==> src/rtl/cfg_window_seq.sv <==
module cfg_window_seq #(
  parameter logic [31:0] MEM_BASE = 32'h4000_0000,
  parameter logic [31:0] PRE_BASE = 32'h5000_0000,
  parameter logic [31:0] CFG_BASE = 32'h6100_0000,
  parameter logic [31:0] PRE_PCI  = 32'h1000_0000,
  parameter logic [7:0]  W0_REG   = 8'h54,
  parameter logic [7:0]  W1_REG   = 8'h58,
  parameter logic [7:0]  M1_REG   = 8'h62
) (
  input  logic        clk,
  input  logic        rst_n,
  input  logic        req_valid,
  input  logic [8:0]  req_bus,
  input  logic [8:0]  req_devfn,
  input  logic [8:0]  req_offset,
  output logic        req_ready,
  output logic        req_err,
  output logic        cfg_go,
  output logic [31:0] cfg_addr,
  input  logic        xfer_done,
  output logic        wr_en,
  output logic [7:0]  wr_addr,
  output logic [31:0] wr_data,
  output logic [1:0]  wr_size
);
  localparam logic [31:0] HI_MASK  = 32'hFFF0_0000;
  localparam logic [31:0] OPEN_W0  = (MEM_BASE & HI_MASK) | 32'h91;
  localparam logic [31:0] OPEN_W1  = (CFG_BASE & HI_MASK) | 32'h41;
  localparam logic [31:0] CLOSE_W1 = (PRE_BASE & HI_MASK) | 32'h89;
  localparam logic [31:0] CLOSE_W0 = (MEM_BASE & HI_MASK) | 32'h81;
  localparam logic [15:0] CLOSE_M1 = (PRE_PCI[31:16] & 16'hFFF0) | 16'h000C;
  localparam logic [1:0]  SZ32 = 2'b10;
  localparam logic [1:0]  SZ16 = 2'b01;

  typedef enum logic [2:0] {IDLE, OPEN0, OPEN1, OPEN2, GO, CLOSE0, CLOSE1, CLOSE2} st_t;
  st_t st;
  logic [15:0] map_q;

  wire [4:0] slot   = req_devfn[7:3];
  wire       bad    = req_bus[8] | req_devfn[8] | req_offset[8];
  wire       type0  = req_bus[7:0] == 8'd0;
  wire       far    = slot > 5'd12;
  wire       accept = req_valid && (st == IDLE);

  wire [31:0] near_sel = far ? 32'd0 : (32'd1 << (slot + 5'd11));
  wire [15:0] far_sel  = (far && slot <= 5'd20) ? (16'd1 << (slot - 5'd5)) : 16'd0;
  wire [31:0] t0_addr  = ({21'd0, req_devfn[2:0], 8'd0} | near_sel) + {23'd0, req_offset};
  wire [31:0] t1_addr  = {8'd0, req_bus[7:0], req_devfn[7:0], 8'd0} + {23'd0, req_offset};
  wire [31:0] nx_addr  = type0 ? t0_addr : t1_addr;
  wire [15:0] nx_map   = type0 ? (far_sel | 16'h000A) : 16'h000B;

  always_ff @(posedge clk or negedge rst_n) begin
    if (!rst_n) begin
      st       <= IDLE;
      req_err  <= 1'b0;
      cfg_addr <= '0;
      map_q    <= '0;
    end else begin
      req_err <= accept && bad;
      case (st)
        IDLE:    if (accept && !bad) begin
                   st       <= OPEN0;
                   cfg_addr <= nx_addr;
                   map_q    <= nx_map;
                 end
        OPEN0:   st <= OPEN1;
        OPEN1:   st <= OPEN2;
        OPEN2:   st <= GO;
        GO:      if (xfer_done) st <= CLOSE0;
        CLOSE0:  st <= CLOSE1;
        CLOSE1:  st <= CLOSE2;
        default: st <= IDLE;
      endcase
    end
  end

  assign req_ready = st == IDLE;
  assign cfg_go    = st == GO;

  always_comb begin
    wr_en   = 1'b1;
    wr_addr = W0_REG;
    wr_data = '0;
    wr_size = SZ32;
    case (st)
      OPEN0:  wr_data = OPEN_W0;
      OPEN1:  begin wr_addr = W1_REG; wr_data = OPEN_W1; end
      OPEN2:  begin wr_addr = M1_REG; wr_data = {16'd0, map_q}; wr_size = SZ16; end
      CLOSE0: begin wr_addr = W1_REG; wr_data = CLOSE_W1; end
      CLOSE1: begin wr_addr = M1_REG; wr_data = {16'd0, CLOSE_M1}; wr_size = SZ16; end
      CLOSE2: wr_data = CLOSE_W0;
      default: begin wr_en = 1'b0; wr_addr = '0; wr_size = '0; end
    endcase
  end

  assert_err_silent_R8: assert property (@(posedge clk) disable iff (!rst_n)
    req_err |-> !wr_en && req_ready);
  assert_go_quiet_R6: assert property (@(posedge clk) disable iff (!rst_n)
    cfg_go |-> !wr_en);
  assert_map_before_go_R5: assert property (@(posedge clk) disable iff (!rst_n)
    $rose(cfg_go) |-> $past(wr_en) && $past(wr_addr) == M1_REG);
  assert_close_w1_first_R7: assert property (@(posedge clk) disable iff (!rst_n)
    $fell(cfg_go) |-> wr_en && wr_addr == W1_REG);
  assert_addr_hold_R9: assert property (@(posedge clk) disable iff (!rst_n)
    (!req_ready && !$rose(wr_en && wr_addr == W0_REG && !$past(cfg_go))) |-> $stable(cfg_addr));
  assert_open_first_R5: assert property (@(posedge clk) disable iff (!rst_n)
    (req_valid && req_ready && !bad) |=> wr_en && wr_addr == W0_REG && wr_size == SZ32);
endmodule

==> config.mk <==
export PLATFORM = sky130hd
export DESIGN_NAME = cfg_window_seq
export DESIGN_NICKNAME = d
export VERILOG_FILES = /design/src/rtl/cfg_window_seq.sv
export SDC_FILE = /design/constraint.sdc
export NUM_CORES = 1
export LEC_CHECK = 0
export BUFFER_PORTS_ARGS = -buffer_cell sky130_fd_sc_hd__clkbuf_2
export CAP_MARGIN = 40
export CORE_UTILIZATION = 55
export CTS_CLUSTER_DIAMETER = 80
export CTS_CLUSTER_SIZE = 30
export DETAILED_ROUTE_END_ITERATION = 16
export GPL_TIMING_DRIVEN = 1
export PLACE_DENSITY = 0.87
export SYNTH_ARGS = -nofsm -noshare
export SYNTH_HDL_FRONTEND = slang
export SYNTH_SLANG_ARGS = --single-unit
==> constraint.sdc <==
create_clock -name clk -period 2.85 [get_ports clk]
set_clock_uncertainty 0.1 [all_clocks]
set_input_delay 0.285 -clock clk [delete_from_list [all_inputs] [get_ports clk]]
set_output_delay 0.285 -clock clk [all_outputs]
set_load 0.02 [all_outputs]
==> results.toml <==
[pwr]
combPwrFrac = 0.492
ir_worst_vdd_mv = 0.7967
power_density_mw_per_mm2 = 769.3
p_leak_nw = 2.008
swShare = 0.4595
p_sw_mw = 1.392
pwr-share-seq = 0.360
power.clock.fraction = 0.149
p_int_mw = 1.637
power.total_mw = 3.028

[global_route]
antenna_found_initial = 0
track_usage = 0.2517
grt_max_degree = 36
grt_pass1_wl_um = 12480
overflow = 0
grt_pass1_vias = 2629

[route]
wl_per_cell_um = 14.74
vias_per_cell = 5.567
drc = 0
drt_iter0_drc = 218
dr_total_vias = 2995
wirelength_um = 7929
ant_nets = 0
drtPass1Iterations = 5

[placement]
placed_area_mm2 = 0.003827
portBuffers = 94
dp_hpwl_um = 6094
dpl.cell_count = 529
globalplace.congestion = 0.8802

[yosys]
synth_warnings = 0
post-synth-top-count-cell = "dfrtp_1"
synth_common_cells = "dfrtp_1, nand2_1, nor2_1"
synth-simple-area-share = 0.2392
synth_top_area_frac = 0.3812
synthArstFlopShare = 1.000
synthAdderAreaFrac = 0.05456
synth_top_cell_by_area = "dfrtp_1"
yosysSeqAreaShare = 0.3812
synthDistinctLibCells = 57
synthMuxAreaShare = 0.01532
synth_xor_xnor_area_share = 0.07063
synthCells = 367
synth-seq-cells = 51
ys.flop_type = "dfrtp_1"
syn_area_mm2 = 0.003348
synth_edf_count = 0
avgSynthCellArea_um2 = 9.123
synth_area_leaders = "dfrtp_1, ha_1, buf_4, xnor2_1, nand2_1"
synth_compound_area_frac = 0.1599
synth_top_family_by_area = "simple AND/OR/NAND/NOR gates"

[floorplan]
die_y_um = 80.03
start_util = 0.5689
io-pin-count = 109
dieArea_mm2 = 0.006404
core_area_mm2 = 0.005886
fp.dieW_um = 80.03
rows = 28

[clock_tree]
cts_setup_buffers = 0
path_clk_slew_ps = 90
numCtsBuffers = 5
h-tree-depth = 2
cts_tree = "done"
insertion_delay_ps = 300
clockRootBuffer = "clkbuf_8"
clock-sinks = 51
cts_buffer_depth = 2

[sta]
rsz0062_at_grt = "no"
post-route-period-util = 0.9088
hold_viol_final = 0
worst_pin_slew_ps = 836.7
finalMaxSlewViolations = 0
clock.fmax_ghz = 0.3861
setup_tns_ps = 0
slew_headroom = 0.4422
setup_violations = 0
whs_ps = 97.44
period_needed_ps = 2590

[setup_path]
start_kind = "flop"
crit_type = "flop to primary output"
cp-end-kind = "primary output"
critPathMaxFanout = 14
crit_arrival_ps = 2200
worst_ep_required_time_ps = 2470

[run]
cap_violations = 0

[finish]
final_layout_size_suffix_gt1_frac = 0.2808
stdcell_area_mm2 = 0.003936
syn2layout_area_growth_pct = 17.56
antenna_cells = 0
fill_cells = 518
layout.nets = 507
instances_no_fill = 538

[run_status]
status = "finished clean"

[min_path]
hold_class = "primary input to flop"
layout make-up:
cell class / instances / area (µm²) / share of cell area
clock buffers: 6 / 82.58 / 0.02098
multi-input cells: 293 / 1893 / 0.4809
clock inverters: 2 / 16.27 / 0.004132
flip-flops and latches: 51 / 1276 / 0.3242
repair buffers: 104 / 548.0 / 0.1392
well taps: 75 / 93.84 / 0.02384
inverters: 7 / 26.28 / 0.006675
sequential cells by signal (all words and copies together) (netlist names):
| name | cells |
|---|---|
| req_err | 1 |
| cfg_addr | 32 |
| st | 3 |
| map_q | 15 |
what timing repair did:
action,CTS,global route
hold endpoints to repair,31,0
resized for setup,0,0
hold buffers,1,0
kinds of logic after synthesis:
group	Yosys count
AND/OR/NAND/NOR	142
AO/OA/AOI/OAI	82
flip-flops	51
buffers and inverters	45
XOR/XNOR	27
adder cells (fa/ha/maj)	14
multiplexers	5
other	1
placed cells by master, fill, tap and decap left out, types with 3 or more instances in the layout:
cell,synthesis,layout
dfrtp_1,51,51
xor2_1,10,10
a211oi_1,3,3
a21oi_1,22,22
a31oi_1,5,5
clkbuf_8,0,6
xnor2_1,17,17
clkbuf_2,0,94
nand4_1,4,4
ha_1,13,13
o21ai_0,18,18
or2_2,3,3
nor3_1,8,8
o21a_1,4,4
a21boi_0,4,4
a22o_1,6,6
mux2i_1,4,4
inv_1,7,7
buf_4,20,9
a21o_1,4,4
a22oi_1,5,5
and3_1,14,14
and2_1,11,11
conb_1,1,23
nor2_1,31,31
nand2b_1,3,3
nand3_1,9,9
nand2_1,35,35
per-stage QoR:
stage	setup WS (ps)	utilization
final	260.0	0.6688
after global placement	353.6	0.6503
after floorplan	319.7	-
after CTS	299.8	0.6688
after global routing	133.0	0.6688
after detailed placement	254.6	0.6503
routing by layer:
metal | global-route usage | up-vias | part of all wire
met5 | 0 | - | 0
met3 | 0.04229 | 9 | 0.058
met2 | 0.4197 | 104 | 0.50
met1 | 0.3401 | 1440 | 0.43
li1 | - | 1442 | -
met4 | 0.06071 | 0 | 0.0082
worst max-delay path, stage by stage, from the launching register on:
cell and delay (ps):
dfrtp_1 690, inv_1 230, nor2_1 460, and3_1 270, a21o_1 100, clkbuf_2 160
power groups by stage:
stage               clock network (mW)  registers [mW]  logic, mW
global route                     0.481            1.11       1.62
CTS                              0.456            1.08       1.49
global placement                     0            1.09       1.45
finish                           0.451            1.09       1.49
floorplan                            0            1.23      0.898
detailed placement                   0            1.10       1.49
path summary, 6_finish.rpt:
check / startpoint / to / slack (ps) / cells after the start
setup / recovery: st[0] / wr_data[3] / 260 / 5
hold / removal: req_valid / req_err / 100 / 3
setup reg to reg: st[0] / cfg_addr[13] / 540 / 6
hold reg to reg: map_q[3] / map_q[3] / 380 / 1
max in group asynchronous: rst_n / map_q[5] / 1480 / 3
min in group asynchronous: rst_n / map_q[12] / 510 / 2
Power figures use the tool's default switching activity.
